<file path="src/rtl/irqh_pkg.sv">
package irqh_pkg;

    localparam int SRC_N    = 4;
    localparam int CODE_W   = 8;
    localparam int GPIO_N   = 2;

    typedef enum logic {
        ST_ACTIVE = 1'b0,
        ST_HALT   = 1'b1
    } pwr_state_e;

    // bit 0 key, bit 1 error, bit 2 pin 0, bit 3 pin 1
    typedef struct packed {
        logic gpio1;
        logic gpio0;
        logic err;
        logic key;
    } irq_src_t;

    function automatic logic [CODE_W-1:0] code_byte(irq_src_t s);
        return {{(CODE_W-SRC_N){1'b0}}, s};
    endfunction

endpackage

</file>
<file path="src/rtl/irqh_sync.sv">
module irqh_sync #(
    parameter int   W       = 1,
    parameter logic RST_VAL = 1'b0
) (
    input  logic         clk,
    input  logic         rst,
    input  logic [W-1:0] d_i,
    output logic [W-1:0] q_o
);
    logic [W-1:0] s1_q, s2_q;

    always_ff @(posedge clk) begin
        if (rst) begin
            s1_q <= {W{RST_VAL}};
            s2_q <= {W{RST_VAL}};
        end else begin
            s1_q <= d_i;
            s2_q <= s1_q;
        end
    end

    assign q_o = s2_q;
endmodule

</file>
<file path="src/rtl/irqh_edge.sv">
module irqh_edge #(
    parameter int   W         = 1,
    parameter logic RST_VAL   = 1'b0,
    parameter bit   FALL_ONLY = 1'b0
) (
    input  logic         clk,
    input  logic         rst,
    input  logic [W-1:0] d_i,
    output logic [W-1:0] evt_o
);
    logic [W-1:0] prev_q;

    always_ff @(posedge clk) begin
        if (rst) prev_q <= {W{RST_VAL}};
        else     prev_q <= d_i;
    end

    generate
        if (FALL_ONLY) begin : g_fall
            assign evt_o = prev_q & ~d_i;
        end else begin : g_both
            assign evt_o = prev_q ^ d_i;
        end
    endgenerate
endmodule

</file>
<file path="src/rtl/irqh_code.sv">
module irqh_code
    import irqh_pkg::*;
(
    input  logic     clk,
    input  logic     rst,
    input  irq_src_t set_i,
    input  logic     rd_i,
    output irq_src_t code_o,
    output logic     irq_n_o
);
    logic [SRC_N-1:0] set_v, code_q, code_d;
    logic             irq_n_q;

    assign set_v = set_i;

    // A read clears everything pending, but a same-cycle arrival survives.
    always_comb begin
        if (rd_i) code_d = set_v;
        else      code_d = code_q | set_v;
    end

    always_ff @(posedge clk) begin
        if (rst) begin
            code_q  <= '0;
            irq_n_q <= 1'b1;
        end else begin
            code_q  <= code_d;
            irq_n_q <= ~(|code_d);
        end
    end

    assign code_o  = irq_src_t'(code_q);
    assign irq_n_o = irq_n_q;

    AST_READ_CLEARS: assert property (@(posedge clk) disable iff (rst)
        (rd_i && set_v == '0) |=> (code_q == '0));

    AST_EVT_NOT_LOST: assert property (@(posedge clk) disable iff (rst)
        (set_v != '0) |=> ((code_q & $past(set_v)) == $past(set_v)));

    AST_NO_SPURIOUS_BIT: assert property (@(posedge clk) disable iff (rst)
        (|(code_q & ~$past(code_q))) |-> (|$past(set_v)));

    AST_IRQ_TRACKS_CODE: assert property (@(posedge clk) disable iff (rst)
        irq_n_o == (code_q == '0));
endmodule

</file>
<file path="src/rtl/irqh_idle.sv">
module irqh_idle
    import irqh_pkg::*;
#(
    parameter int TICK_DIV = 4,
    parameter int IDLE_W   = 8
) (
    input  logic              clk,
    input  logic              rst,
    input  logic              act_i,
    input  logic              pend_i,
    input  logic [IDLE_W-1:0] lim_i,
    output logic              halt_o
);
    localparam int              PW       = (TICK_DIV > 1) ? $clog2(TICK_DIV) : 1;
    localparam logic [PW-1:0]   PRE_LAST = PW'(TICK_DIV - 1);
    localparam logic [IDLE_W-1:0] IDLE_MAX = '1;

    logic [PW-1:0]     pre_q;
    logic [IDLE_W-1:0] idle_q;
    pwr_state_e        st_q;
    logic              tick;

    assign tick = (pre_q == PRE_LAST);

    always_ff @(posedge clk) begin
        if (rst) begin
            pre_q  <= '0;
            idle_q <= '0;
            st_q   <= ST_ACTIVE;
        end else if (act_i) begin
            pre_q  <= '0;
            idle_q <= '0;
            st_q   <= ST_ACTIVE;
        end else if (st_q == ST_ACTIVE) begin
            if (tick) begin
                pre_q <= '0;
                if (idle_q != IDLE_MAX) idle_q <= idle_q + 1'b1;
            end else begin
                pre_q <= pre_q + 1'b1;
            end
            if (!pend_i && idle_q >= lim_i) st_q <= ST_HALT;
        end
    end

    assign halt_o = (st_q == ST_HALT);

    AST_PEND_BLOCKS_HALT: assert property (@(posedge clk) disable iff (rst)
        (st_q == ST_ACTIVE && pend_i) |=> (st_q == ST_ACTIVE));

    AST_ACT_RESTARTS: assert property (@(posedge clk) disable iff (rst)
        act_i |=> (idle_q == '0 && pre_q == '0));

    AST_WAKE_ON_ACT: assert property (@(posedge clk) disable iff (rst)
        (st_q == ST_HALT && act_i) |=> (st_q == ST_ACTIVE));

    AST_HALT_FROZEN: assert property (@(posedge clk) disable iff (rst)
        (st_q == ST_HALT && !act_i) |=> $stable(idle_q));
endmodule

</file>
<file path="src/rtl/irq_halt_ctrl.sv">
module irq_halt_ctrl
    import irqh_pkg::*;
#(
    parameter int NUM_WAKE   = 8,
    parameter int TICK_DIV   = 4,
    parameter int IDLE_W     = 8,
    parameter int IDLE_RESET = 125
) (
    input  logic                clk,
    input  logic                rst,
    input  logic                key_evt_i,
    input  logic                err_evt_i,
    input  logic [1:0]          gpio_i,
    input  logic [NUM_WAKE-1:0] wake_n_i,
    input  logic                bus_act_i,
    input  logic                en_we_i,
    input  logic [1:0]          en_wdata_i,
    input  logic                idle_we_i,
    input  logic [IDLE_W-1:0]   idle_wdata_i,
    input  logic                code_rd_i,
    output logic [7:0]          code_o,
    output logic                irq_n_o,
    output logic                halt_o
);
    logic [GPIO_N-1:0]   en_q;
    logic [IDLE_W-1:0]   lim_q;
    logic [GPIO_N-1:0]   gpio_s, gpio_chg, gpio_evt;
    logic [NUM_WAKE-1:0] wake_s, wake_fall;
    irq_src_t            set_s, code_s;
    logic                act;

    // host-written configuration
    always_ff @(posedge clk) begin
        if (rst) begin
            en_q  <= '0;
            lim_q <= IDLE_W'(IDLE_RESET);
        end else begin
            if (en_we_i)   en_q  <= en_wdata_i;
            if (idle_we_i) lim_q <= idle_wdata_i;
        end
    end

    irqh_sync #(.W(GPIO_N), .RST_VAL(1'b0)) u_gpio_sync (
        .clk(clk), .rst(rst), .d_i(gpio_i), .q_o(gpio_s)
    );
    irqh_edge #(.W(GPIO_N), .RST_VAL(1'b0), .FALL_ONLY(1'b0)) u_gpio_edge (
        .clk(clk), .rst(rst), .d_i(gpio_s), .evt_o(gpio_chg)
    );

    irqh_sync #(.W(NUM_WAKE), .RST_VAL(1'b1)) u_wake_sync (
        .clk(clk), .rst(rst), .d_i(wake_n_i), .q_o(wake_s)
    );
    irqh_edge #(.W(NUM_WAKE), .RST_VAL(1'b1), .FALL_ONLY(1'b1)) u_wake_edge (
        .clk(clk), .rst(rst), .d_i(wake_s), .evt_o(wake_fall)
    );

    assign gpio_evt = gpio_chg & en_q;

    always_comb begin
        set_s.key   = key_evt_i;
        set_s.err   = err_evt_i;
        set_s.gpio0 = gpio_evt[0];
        set_s.gpio1 = gpio_evt[1];
    end

    assign act = key_evt_i | bus_act_i | (|wake_fall) | (|gpio_evt);

    irqh_code u_code (
        .clk(clk), .rst(rst), .set_i(set_s), .rd_i(code_rd_i),
        .code_o(code_s), .irq_n_o(irq_n_o)
    );

    irqh_idle #(.TICK_DIV(TICK_DIV), .IDLE_W(IDLE_W)) u_idle (
        .clk(clk), .rst(rst), .act_i(act), .pend_i(code_s != '0),
        .lim_i(lim_q), .halt_o(halt_o)
    );

    assign code_o = code_byte(code_s);

    AST_DISABLED_PIN_SILENT: assert property (@(posedge clk) disable iff (rst)
        (!en_q[0] && !code_o[2] && !code_rd_i) |=> !code_o[2]);
endmodule

</file>
<file path="config.mk">
export PLATFORM = sky130hd
export DESIGN_NAME = irq_halt_ctrl
export DESIGN_NICKNAME = d
export VERILOG_FILES = /design/src/rtl/irqh_pkg.sv /design/src/rtl/irqh_sync.sv /design/src/rtl/irqh_edge.sv /design/src/rtl/irqh_code.sv /design/src/rtl/irqh_idle.sv /design/src/rtl/irq_halt_ctrl.sv
export SDC_FILE = /design/constraint.sdc
export NUM_CORES = 1
export LEC_CHECK = 0
export BUFFER_PORTS_ARGS = -buffer_cell sky130_fd_sc_hd__buf_2
export CAP_MARGIN = 20
export CORE_ASPECT_RATIO = 0.6
export CORE_MARGIN = 2
export CORE_UTILIZATION = 54
export CTS_CLUSTER_SIZE = 28
export DETAILED_ROUTE_END_ITERATION = 8
export HOLD_SLACK_MARGIN = 0.05
export PLACE_DENSITY = 0.78
export SLEW_MARGIN = 20
export SYNTH_ARGS = -nofsm -noshare
export SYNTH_HDL_FRONTEND = slang
export SYNTH_SLANG_ARGS = --single-unit
</file>
<file path="constraint.sdc">
create_clock -name clk -period 2 [get_ports clk]
set_input_delay 0.3 -clock clk [delete_from_list [all_inputs] [get_ports clk]]
set_output_delay 0.3 -clock clk [all_outputs]
set_load 0.05 [all_outputs]
</file>
==> flow_summary.json, run 1 <==
{
  "final.setup.tns_ps": 0,
  "irDropWorstVdd_mv": 0.626,
  "ys_seq_area_share_pct": 52.6,
  "min_path_cells": 2,
  "grt_overflow": 0,
  "vias": 1477,
  "crit_required_ps": 2170,
  "first_global_vias": 1450,
  "grt_pass1_wl_um": 6490,
  "reg2regPathDepth": 7,
  "multi_input_area_sq_um": 898,
  "synthTopCellsByArea": "dfxtp_1, or2_2, ha_1",
  "grt_util_all_layers_pct": 19.2,
  "critPathLaunchType": "register",
  "worstHoldStart": "wake_n_i[4]",
  "synth-async-reset-ratio_pct": 0,
  "rows": 17,
  "rsz0062_at_grt": "false",
  "period_needed_ps": 1830,
  "finalCritPeriodShare_pct": 91.3,
  "portBuffers": 33,
  "place.gp.congestion": 0.913,
  "ys_ff_latch": 56,
  "synth-simple-area-share_pct": 19.2,
  "drive_gt1_share_pct": 27.0,
  "critPathBufInv": 1,
  "clock_latency_ps": 310,
  "synth_area_sq_um": 2130,
  "tightest_slew_ps": 523,
  "drt-total-wl_um": 3720,
  "synth_top_family_by_area": "simple AND/OR/NAND/NOR gates",
  "hold_ws_ps": 165,
  "numCtsBuffers": 5,
  "clockRootBuffer": "clkbuf_8",
  "cp-end-kind": "register",
  "dp_slack_ps": 264,
  "die_y_um": 52.7,
  "critical_path.top_delay_family": "compound AO/OA/AOI/OAI gates",
  "via_per_inst": 4.94,
  "max_freq_mhz": 548,
  "htreeDepth": 2,
  "synth_mux_area_share_pct": 3.28,
  "antennaDiodeCount": 0,
  "reg2reg_slack_ps": 170,
  "synth_compound_area_share_pct": 9.74,
  "dr.pass1.iters": 4,
  "ant_nets": 0,
  "die_x_um": 85.1,
  "cap_violations": 0,
  "synth_fa_ha_area_share_pct": 5.87,
  "avgSynthCellArea_sq_um": 9.83,
  "final_hold_viol_count": 0,
  "cts.clk_slew.worst_paths_ps": 100,
  "fin_skew_ps": 10.1,
  "synth_top_area_share_pct": 52.6,
  "crit_arrival_ps": 2000,
  "dp_hpwl_um": 2700,
  "remaining_drc_errors": 0,
  "nFillCells": 311,
  "max-slew-margin-rel_pct": 64.2,
  "r2r-end": "u_idle.halt_o",
  "holdBufCountCts": 0,
  "cts_sinks": 56,
  "wl_per_cell_um": 12.5,
  "drt_iter0_markers": 41,
  "synth_edf_count": 0,
  "setup_violations": 0,
  "cellPowerDensity_nw_per_um2": 805,
  "critPathLaunch": "u_idle.idle_q[0]",
  "area_delta_synth_final_pct": 13.0,
  "yosys_warnings": 0,
  "io_pins": 38,
  "synth_cell_types": 36,
  "p_leak_nw": 1.12,
  "start_util_pct": 57.3,
  "cts_tree": "built",
  "regArea_sq_um": 1120,
  "worstSetupPathType": "reg -> reg",
  "cpMaxStageDelayCell": "a2111oi_0",
  "min_to": "u_wake_sync.s1_q[4]",
  "post_cts_buffers": 0,
  "cp_cell_sequence": "inv_1 -> ha_1 -> nand2b_1 -> a2111oi_0 -> o31ai_1 -> nand3_1 -> a21oi_1",
  "cp_max_fo": 3,
  "slew_violations": 0,
  "antenna_found_initial": 0,
  "netlist_instances": 217,
  "critPathMaxStageDelay_ps": 530,
  "core_area_sq_um": 3720,
  "outcome": "complete, no violations",
  "worst_slack_ps": 174,
  "cts_resized": 0,
  "hold_path_class": "in -> reg",
  "grt_max_degree": 21,
  "design.die.area_sq_um": 4490,
  "synth_xor_area_share_pct": 3.28,
  "synth_top_area_cell": "dfxtp_1",
  "cts_max_path_buffers": 2,
  "nets": 289,
  "synth_top_flop_cell": "dfxtp_1",
  "crit-reg2reg-launch": "u_idle.idle_q[0]"
}
## per-layer routing
layer / up-vias / global-route usage (%) / part of all wire, % / wire (um)
li1: 776 / - / - / -
met1: 653 / 27.0 / 53 / 1960
met2: 43 / 29.3 / 40 / 1490
met3: 5 / 4.72 / 6.5 / 241
met4: 0 / 6.35 / 0.99 / 37
met5: - / 0 / 0 / 0
## how the worst max path moves through the flow
stage,cells past startpoint,endpoint
floorplan,6,u_idle.idle_q[5]
global placement,5,u_idle.idle_q[2]
detailed placement,7,u_idle.halt_o
CTS,7,u_idle.halt_o
global route,5,u_idle.idle_q[2]
finish,7,u_idle.halt_o
## cell usage in the layout, fill, tap and decap left out, drive strengths merged
| master | netlist | layout |
|---|---|---|
| dfxtp | 56 | 56 |
| buf | 5 | 34 |
| or2 | 22 | 22 |
| nor2 | 20 | 20 |
| inv | 18 | 18 |
| nand2 | 14 | 14 |
| ha | 10 | 10 |
| a21oi | 9 | 9 |
| nor2b | 7 | 7 |
| mux2i | 7 | 7 |
| nand3 | 6 | 6 |
| clkbuf | 5 | 6 |
| o211ai | 5 | 5 |
| xor2 | 4 | 4 |
| xnor2 | 4 | 4 |
| conb | 1 | 4 |
| o22ai | 3 | 3 |
| nor3 | 3 | 3 |
| a2111oi | 3 | 3 |
| nor4 | 2 | 2 |
| clkinv | 1 | 2 |
| and3 | 2 | 2 |
| a221oi | 1 | 1 |
| and2 | 1 | 1 |
| and4 | 1 | 1 |
| a22oi | 1 | 1 |
| o2111ai | 1 | 1 |
| o21a | 1 | 1 |
| nand2b | 1 | 1 |
| a21o | 1 | 1 |
| o31ai | 1 | 1 |
| a211oi | 1 | 1 |
| clkinvlp | 0 | 1 |
## synthesized netlist by cell type (2+ instances only)
| cell | instances |
|---|---|
| dfxtp_1 | 56 |
| nor3_1 | 3 |
| ha_1 | 10 |
| or2_2 | 22 |
| nor2b_1 | 7 |
| o211ai_1 | 5 |
| a21oi_1 | 9 |
| buf_4 | 4 |
| nand2_1 | 14 |
| mux2i_1 | 7 |
| xor2_1 | 4 |
| clkbuf_1 | 5 |
| nand3_1 | 6 |
| nor2_1 | 20 |
| o22ai_1 | 3 |
| inv_1 | 18 |
| xnor2_1 | 4 |
| nor4_1 | 2 |
## cell families after synthesis
group | Yosys count
simple gates | 79
flops | 56
buf+inv | 29
compound gates | 27
fa+ha+maj | 10
xor+xnor | 8
mux | 7
other cells | 1
## metrics by stage
stage | area, sq um | util (%) | power, W | std cells
floorplan | 2140 | - | 0.00131 | 220
global placement | 2320 | 62.4 | 0.00136 | 291
detailed placement | 2320 | 62.4 | 0.00136 | 291
CTS | 2410 | 64.8 | 0.00196 | 299
global route | 2410 | 64.8 | 0.00204 | 299
finish | 2410 | 64.8 | 0.00194 | 299
## final cells by class
class                           instances  share of cell area [%]
Clock buffer                            6                    3.01
Clock inverter                          2                   0.675
Inverter                               19                    2.96
Multi-Input combinational cell        135                    37.3
Sequential cell                        56                    46.5
Tap cell                               47                    2.44
Timing Repair Buffer                   34                    7.16
## report_power, final
group | switching, W | leakage, nW | internal [W]
registers | 0.0000166 | 0.461 | 0.00116
logic | 0.0000980 | 0.619 | 0.0000661
clock network | 0.000354 | 0.0414 | 0.000250
## state kept, by name, indices dropped and copies added (netlist names)
register	cells
u_gpio_sync.q_o	2
u_idle.halt_o	1
u_gpio_sync.s1_q	2
u_wake_sync.s1_q	8
u_gpio_edge.prev_q	2
u_idle.idle_q	8
u_wake_sync.q_o	8
u_code.code_o	4
lim_q	8
u_code.irq_n_o	1
en_q	2
u_idle.pre_q	2
u_wake_edge.prev_q	8
No activity file was read; power rests on OpenSTA's default activity.
==> inputs of run 2 (changes only) <==
--- a/config.mk
+++ b/config.mk
@@ -8,12 +8,11 @@
 export BUFFER_PORTS_ARGS = -buffer_cell sky130_fd_sc_hd__buf_2
 export CAP_MARGIN = 20
 export CORE_ASPECT_RATIO = 0.6
-export CORE_MARGIN = 2
 export CORE_UTILIZATION = 54
 export CTS_CLUSTER_SIZE = 28
 export DETAILED_ROUTE_END_ITERATION = 8
 export HOLD_SLACK_MARGIN = 0.05
-export PLACE_DENSITY = 0.78
+export PLACE_DENSITY = 0.84
 export SLEW_MARGIN = 20
 export SYNTH_ARGS = -nofsm -noshare
 export SYNTH_HDL_FRONTEND = slang
==> flow_summary.json, run 2 (synthesis gave the netlist of run 1 again) <==
{
  "outcome": "complete, no violations",
  "start_util_pct": 57.3,
  "final_hold_viol_count": 0,
  "numCtsBuffers": 5,
  "drt-total-wl_um": 3710,
  "cts_sinks": 56,
  "cp_max_fo": 4,
  "grt_pass1_wl_um": 5960,
  "dr_wl_met3_um": 292,
  "grt_overflow": 0,
  "clock_latency_ps": 310,
  "final_cell_mix": "dfxtp_1, buf_2, or2_2",
  "cp-end-kind": "register",
  "place.gp.congestion": 0.962,
  "antenna_found_initial": 0,
  "die_x_um": 83.1,
  "area_delta_synth_final_pct": 12.7,
  "rsz0062_at_grt": "false",
  "core_area_sq_um": 3720,
  "final_common_cell": "dfxtp_1",
  "crit_arrival_ps": 1880,
  "cellPowerDensity_nw_per_um2": 798,
  "crit_required_ps": 2190,
  "p_leak_nw": 1.12,
  "remaining_drc_errors": 0,
  "io_pins": 38,
  "clockRootBuffer": "clkbuf_8",
  "via_per_inst": 5.07,
  "vias": 1512,
  "slew_violations": 0,
  "wl_met1_um": 1760,
  "wl_per_cell_um": 12.5,
  "wl_met2_um": 1550,
  "dr.pass1.iters": 4,
  "cts.clk_slew.worst_paths_ps": 90,
  "cap_violations": 0,
  "irDropWorstVdd_mv": 0.627,
  "cts_max_path_buffers": 2,
  "post_cts_buffers": 0,
  "placedCellCount": 291,
  "grt_max_degree": 29,
  "cts_tree": "built",
  "worstSetupPathType": "reg -> reg",
  "ant_nets": 0,
  "drive_gt1_share_pct": 27.1,
  "first_global_vias": 1390,
  "final.setup.tns_ps": 0,
  "die_y_um": 50.7,
  "dp_hpwl_um": 2740,
  "hold_path_class": "in -> reg",
  "antennaDiodeCount": 0,
  "rows": 17,
  "drt_iter0_markers": 84,
  "period_needed_ps": 1690,
  "portBuffers": 33,
  "stdcell_count": 298,
  "nets": 289,
  "grt_util_all_layers_pct": 18.9,
  "finalCritPeriodShare_pct": 84.6,
  "setup_violations": 0,
  "htreeDepth": 2,
  "design.die.area_sq_um": 4210,
  "top_layer": "met4",
  "fin_skew_ps": 3.94,
  "critPathLaunchType": "register",
  "cts_resized": 0,
  "holdBufCountCts": 0,
  "max_freq_mhz": 591
}
[run 2: cell types whose count changed in the layout (fill, tap and decap cells not counted)]
cell and delta:
clkbuf_1 -1, clkinv_2 +1, clkinv_4 -1
[run 2: path summary, 6_finish.rpt]
| kind | start | end | slack (ps) | depth (start not counted) |
|---|---|---|---|---|
| worst min-delay path | wake_n_i[7] | u_wake_sync.s1_q[7] | 170 | 2 |
| worst min register to register | u_wake_sync.s1_q[1] | u_wake_sync.q_o[1] | 410 | 1 |
| worst max register to register | u_idle.idle_q[1] | u_idle.idle_q[7] | 310 | 6 |
| worst max-delay path | u_idle.idle_q[1] | u_idle.idle_q[7] | 310 | 6 |
[run 2: critical path: stages (launching register included)]
cell	delay, ps
dfxtp_1	360
ha_1	220
and3_4	200
a2111oi_4	430
nand3_1	150
xor2_1	160
nor2_1	60
[run 2: per-layer routing]
layer	up-vias	GRT usage [%]
met2	62	29.9
met5	-	0
met1	666	23.1
li1	772	-
met4	0	11.2
met3	12	5.59
[run 2: area by class of cell]
type                       count  area, sq um
timing repair buffer          34          173
sequential                    56         1120
tap                           47         58.8
multi-input combinational    135          898
inverter                      19         71.3
clock buffer                   5         68.8
clock inverter                 2         12.5
fill                         302         1320
[run 2: report_power, final]
part	switching (W)	internal (W)	total, W	leakage [nW]
clock network	0.000343	0.000238	0.000581	0.0400
logic	0.0000968	0.0000661	0.000163	0.619
registers	0.0000170	0.00116	0.00117	0.461
total	0.000457	0.00146	0.00192	1.12
[run 2: stage by stage]
step	total power, W	hold slack, ps	area, sq um	utilization (%)	setup WS (ps)
4_1_cts	0.00193	158	2400	64.6	310
6_report	0.00192	166	2400	64.6	307
3_5_place_dp	0.00136	393	2320	62.4	322
3_3_place_gp	0.00136	392	2320	62.4	412
5_1_grt	0.00200	158	2400	64.6	203
2_1_floorplan	0.00131	389	2140	-	491
